File: config.mk
export PLATFORM = sky130hd
export DESIGN_NAME = buscyc_classifier
export DESIGN_NICKNAME = d
export VERILOG_FILES = /design/src/rtl/buscyc_pkg.sv /design/src/rtl/buscyc_datapath.sv /design/src/rtl/buscyc_control.sv /design/src/rtl/buscyc_classifier.sv
export SDC_FILE = /design/constraint.sdc
export NUM_CORES = 1
export LEC_CHECK = 0
export ABC_AREA = 0
export BUFFER_PORTS_ARGS = -buffer_cell sky130_fd_sc_hd__buf_2
export CAP_MARGIN = 15
export CORE_UTILIZATION = 59
export DETAILED_ROUTE_END_ITERATION = 12
export PLACE_DENSITY_LB_ADDON = 0.12
export SYNTH_ARGS = -nofsm -noshare
export SYNTH_HDL_FRONTEND = slang
export SYNTH_SLANG_ARGS = --single-unit
File: constraint.sdc
create_clock -name clk -period 5.7 [get_ports clk]
set_input_delay 0.285 -clock clk [delete_from_list [all_inputs] [get_ports clk]]
set_output_delay 0.285 -clock clk [all_outputs]
set_load 0.02 [all_outputs]
File: src/rtl/buscyc_pkg.sv
package buscyc_pkg;

  typedef enum logic [1:0] {
    CYC_NSEQ = 2'b00,
    CYC_SEQ  = 2'b01,
    CYC_INT  = 2'b10
  } cycKind_e;

  // strobes from control to datapath
  typedef struct packed {
    logic capture;   // current cycle is a real transfer; load the address
  } ctlStrobe_t;

  // comparison results from datapath to control
  typedef struct packed {
    logic same;
    logic stepWord;
    logic stepHalf;
  } addrHit_t;

endpackage

File: src/rtl/buscyc_datapath.sv
module buscyc_datapath
  import buscyc_pkg::*;
#(
  parameter int ADDR_W        = 32,
  parameter int WORD_BYTES    = 4,
  parameter int HALF_BYTES    = 2,
  parameter bit HALF_STEP_ANY = 1'b1
) (
  input  logic              clk,
  input  logic              rstN,
  input  ctlStrobe_t        strobe,
  input  logic [ADDR_W-1:0] reqAddr,
  input  logic              reqHalf,
  output addrHit_t          hit,
  output logic [ADDR_W-1:0] lastAddr
);

  localparam int SUM_W = ADDR_W + 1;
  localparam logic [SUM_W-1:0] WORD_STEP = SUM_W'(WORD_BYTES);
  localparam logic [SUM_W-1:0] HALF_STEP = SUM_W'(HALF_BYTES);

  logic [ADDR_W-1:0] lastQ;
  logic              lastHalfQ;
  logic [SUM_W-1:0]  wordNext;
  logic [SUM_W-1:0]  halfNext;
  logic [SUM_W-1:0]  curWide;
  logic              halfOk;

  always_ff @(posedge clk or negedge rstN) begin
    if (!rstN) begin
      lastQ     <= '0;
      lastHalfQ <= 1'b0;
    end else if (strobe.capture) begin
      lastQ     <= reqAddr;
      lastHalfQ <= reqHalf;
    end
  end

  // one extra bit keeps a step that carries past the top from matching
  always_comb begin
    curWide  = {1'b0, reqAddr};
    wordNext = {1'b0, lastQ} + WORD_STEP;
    halfNext = {1'b0, lastQ} + HALF_STEP;
    halfOk   = HALF_STEP_ANY || lastHalfQ;
    hit.same     = (reqAddr == lastQ);
    hit.stepWord = (curWide == wordNext);
    hit.stepHalf = (curWide == halfNext) && halfOk;
  end

  assign lastAddr = lastQ;


  lastaddr_hold_chk: assert property (@(posedge clk) disable iff (!rstN)
    !strobe.capture |=> $stable(lastAddr));


  lastaddr_load_chk: assert property (@(posedge clk) disable iff (!rstN)
    strobe.capture |=> (lastAddr == $past(reqAddr)));


  wrap_word_chk: assert property (@(posedge clk) disable iff (!rstN)
    (lastAddr == {ADDR_W{1'b1}} - ADDR_W'(WORD_BYTES - 1) && reqAddr == '0) |-> !hit.stepWord);

endmodule

File: src/rtl/buscyc_control.sv
module buscyc_control
  import buscyc_pkg::*;
(
  input  logic       clk,
  input  logic       rstN,
  input  logic       reqValid,
  input  logic       reqInternal,
  input  addrHit_t   hit,
  output ctlStrobe_t strobe,
  output cycKind_e   cycType
);

  logic xfer;
  logic haveLastQ;
  logic anyHit;

  assign xfer   = reqValid && !reqInternal;
  assign anyHit = hit.same || hit.stepWord || hit.stepHalf;

  always_ff @(posedge clk or negedge rstN) begin
    if (!rstN)     haveLastQ <= 1'b0;
    else if (xfer) haveLastQ <= 1'b1;
  end

  always_comb begin
    strobe.capture = xfer;
    if (!xfer)                   cycType = CYC_INT;
    else if (haveLastQ && anyHit) cycType = CYC_SEQ;
    else                         cycType = CYC_NSEQ;
  end


  code_legal_chk: assert property (@(posedge clk) disable iff (!rstN)
    cycType != 2'b11);


  no_xfer_internal_chk: assert property (@(posedge clk) disable iff (!rstN)
    !(reqValid && !reqInternal) |-> cycType == CYC_INT);


  first_nseq_chk: assert property (@(posedge clk) disable iff (!rstN)
    (xfer && !haveLastQ) |-> cycType == CYC_NSEQ);


  same_seq_chk: assert property (@(posedge clk) disable iff (!rstN)
    (xfer && haveLastQ && hit.same) |-> cycType == CYC_SEQ);


  miss_nseq_chk: assert property (@(posedge clk) disable iff (!rstN)
    (xfer && !anyHit) |-> cycType == CYC_NSEQ);

endmodule

File: src/rtl/buscyc_classifier.sv
module buscyc_classifier
  import buscyc_pkg::*;
#(
  parameter int ADDR_W        = 32,
  parameter int WORD_BYTES    = 4,
  parameter int HALF_BYTES    = 2,
  parameter bit HALF_STEP_ANY = 1'b1
) (
  input  logic              clk,
  input  logic              rstN,
  input  logic              reqValid,
  input  logic              reqInternal,
  input  logic              reqHalf,
  input  logic [ADDR_W-1:0] reqAddr,
  output logic [1:0]        cycType,
  output logic [ADDR_W-1:0] lastAddr
);

  ctlStrobe_t strobe;
  addrHit_t   hit;
  cycKind_e   kind;

  buscyc_control uCtl (
    .clk         (clk),
    .rstN        (rstN),
    .reqValid    (reqValid),
    .reqInternal (reqInternal),
    .hit         (hit),
    .strobe      (strobe),
    .cycType     (kind)
  );

  buscyc_datapath #(
    .ADDR_W        (ADDR_W),
    .WORD_BYTES    (WORD_BYTES),
    .HALF_BYTES    (HALF_BYTES),
    .HALF_STEP_ANY (HALF_STEP_ANY)
  ) uDp (
    .clk      (clk),
    .rstN     (rstN),
    .strobe   (strobe),
    .reqAddr  (reqAddr),
    .reqHalf  (reqHalf),
    .hit      (hit),
    .lastAddr (lastAddr)
  );

  assign cycType = kind;

endmodule

==> run metrics <==
status=completed; endpoint class of the critical path=primary output; n_diodes=0; die width=73.8 µm; Starting DRT DRC Count=223; die area=0.00544 mm²; initial core utilization=62.7%; VDD IR max=0.184 mV; Post-Syn Nets=387; Synth top cells by count=xnor2_1 (38), dfrtp_1 (33), mux2_2 (33), nand2_1 (33), xor2_1 (30); Bufs and invs on worst path=1; clk_skew=0 ps; max-cap violations=0; Overflow after GRT=0; EDFF count, synth=0; Routed WL=8340 µm; cell with the most instances after synthesis=xnor2_1; clock power share=24.9%; # DRC=0; Tcrit/Tclk final=69.9%; Final Hold Fails=0; Hold Worst Slack=53.4 ps; post-cts hold buffer count=0; Crit Path Class=reg -> out; internal power component=0.000565 W; fillcell total=398; Pleak=1.36 nW; Max Slew Vio Count=0; Cell Chain, Critical Path=ha_1 > nand4_1 > or4_4 > mux2i_1 > o2111ai_1 > or4_1 > a2111oi_2 > nand4_1 > o311ai_1 > buf_2; largest net degree at the start of global routing=37; Min-Delay Path Class=in -> async; CP max stage cell=or4_1; Mapped Cells=348; WL/cell=17.6 µm; Post-synth ARST share=100%; Total Routing Usage GR=32.4%; Comb pwr share=39.3%; Routed Antenna Nets=0; register area share after synthesis=27.2%; total CTS buffers=5; minimum clock period=3990 ps; fmax=251 MHz; setup bufs post-CTS=0; Placeable Area=0.00485 mm²; Synth area leaders=dfrtp_1 (27%), mux2_2 (12%), xnor2_1 (11%); max_slew headroom=42.4%; post-CTS sizing=0; Top cell by count, worst path=nand4_1; CTS Buffer Depth=2; DP HPWL=6400 µm; Layout area overhead=15.4%; Root Buffer=clkbuf_8; switching part of the total=40.8%; CP max FO=9; RSZ-0062 raised after global routing=false; most common flop cell mapped by yosys=dfrtp_1; CP Data Arrival Time=3700 ps; H-Tree Depth=2; Setup-failing EPs final=0; Port Buf Inserts=69; routability-driven placement congestion ratio=1.05; cell family with most CP delay=simple AND/OR/NAND/NOR gates; startpoint types=register; first-pass GRT wire length=13000 µm; chip height=73.8 µm; Crit path required time=5410 ps; synth unique cells=51; area leader, netlist=dfrtp_1; clk_lat worst skew=290 ps; Yosys warning count=0; FP Rows=25; vias in the first global route=2651; Vias=2917; drt pass-1 iters=6; GR Util met1=41.3%; slew at the pin with the worst max-slew slack=863 ps; met2 usage=54.9%; layout cell share with drive strength beyond 1=28.3%; Layout Nets=445; Final TNS setup=0 ps; Clock Pin Slew Worst Setup and Hold Paths=70 ps; GRT Max-Usage Layer=met2; CTS tree=done; Pwr Density=272 mW/mm²; syn avg cell area=8.73 µm²; Synth top area share=27.2%; initial antenna violation count=0; TritonCTS Sinks=33; DR vias/cell=6.15; # IOs=71; Seq pwr share=35.8%; flop and latch count out of synthesis=33; CP peak stage delay=580 ps; Mapped Area=0.00304 mm²; sw power=0.000389 W; GRT met3 Usage=4.80%
-- metal layers --
| metal | part of all wire [%] | routed length, µm | up-vias |
|---|---|---|---|
| met5 | 0 | 0 | - |
| met4 | 2.8 | 237 | 0 |
| met3 | 6.6 | 553 | 25 |
| met2 | 47 | 3920 | 135 |
| met1 | 44 | 3630 | 1364 |
| li1 | - | - | 1393 |
-- flip-flops by register name, summed over array words and instances, names as in the netlist --
register / count
uCtl.haveLastQ: 1
uDp.lastAddr: 32
-- cells by family (layout without fill, tap and decap cells) --
family | count (synthesis) | in the layout | share of synthesized area, %
and+or+nand+nor | 145 | 145 | 26.2
xor gates and xnor gates | 68 | 68 | 19.6
AOI/OAI and AO/OA | 41 | 41 | 9.63
muxes | 36 | 36 | 13.2
DFF | 33 | 33 | 27.2
buffers and inverters | 23 | 82 | 3.38
adders and majority gates | 2 | 2 | 0.823
-- worst paths after layout --
| check | slack, ps | endpoint | cells after the start | start |
|---|---|---|---|---|
| setup reg to reg | 4680 | uDp.lastAddr[7] | 1 | uDp.lastAddr[7] |
| setup / recovery | 1710 | cycType[0] | 10 | uDp.lastAddr[3] |
| min in group clk | 240 | uDp.lastAddr[22] | 2 | reqAddr[22] |
| max in group asynchronous | 5170 | uDp.lastAddr[12] | 1 | rstN |
| hold / removal | 50 | uDp.lastAddr[28] | 1 | rstN |
| hold reg to reg | 520 | uCtl.haveLastQ | 1 | uCtl.haveLastQ |
-- layout make-up --
cell class / count / area, µm² / area share (%)
well taps: 67 / 83.8 / 2.39
repair buffers: 70 / 353 / 10.1
multi-input cells: 292 / 2110 / 60.3
flip-flops and latches: 33 / 826 / 23.5
clock buffers: 7 / 86.3 / 2.46
inverters: 4 / 15.0 / 0.428
clock inverters: 1 / 30.0 / 0.856
-- stage by stage --
step	instance area, µm²	setup slack (ps)	util [%]	total power [W]	instances
floorplan	3040	2490	-	0.000599	348
global placement	3390	2180	69.9	0.000705	466
detailed placement	3390	2150	69.9	0.000712	466
CTS	3510	1810	72.3	0.000950	474
global route	3510	1620	72.3	0.00100	474
finish	3510	1710	72.3	0.000954	474
-- layout by cell type, fill, tap and decap left out, types with 2 or more instances in the layout --
cell / instances
a211oi_1: 2
a21oi_1: 3
a31oi_1: 7
and2_1: 2
and3_1: 6
buf_2: 69
clkbuf_8: 6
dfrtp_1: 33
ha_1: 2
inv_1: 4
mux2_2: 33
mux2i_1: 3
nand2_1: 33
nand2b_1: 5
nand3_1: 19
nand4_1: 19
nand4b_1: 3
nor2_1: 13
nor3_1: 15
nor3b_1: 3
nor4_1: 14
o2111ai_1: 2
o211ai_1: 3
o21a_1: 2
o21ai_0: 10
o31ai_1: 2
or3_1: 2
or4_1: 2
xnor2_1: 38
xor2_1: 30
-- power by group through the flow --
| stage | Sequential [W] | Clock (W) | Combinational (W) |
|---|---|---|---|
| 3_3_place_gp | 0.000341 | 0 | 0.000364 |
| 3_5_place_dp | 0.000344 | 0 | 0.000368 |
| 4_1_cts | 0.000340 | 0.000239 | 0.000370 |
| 2_1_floorplan | 0.000351 | 0 | 0.000248 |
| 5_1_grt | 0.000350 | 0.000246 | 0.000405 |
| 6_report | 0.000341 | 0.000237 | 0.000375 |
Note: power is estimated with default switching activity, not from simulation.
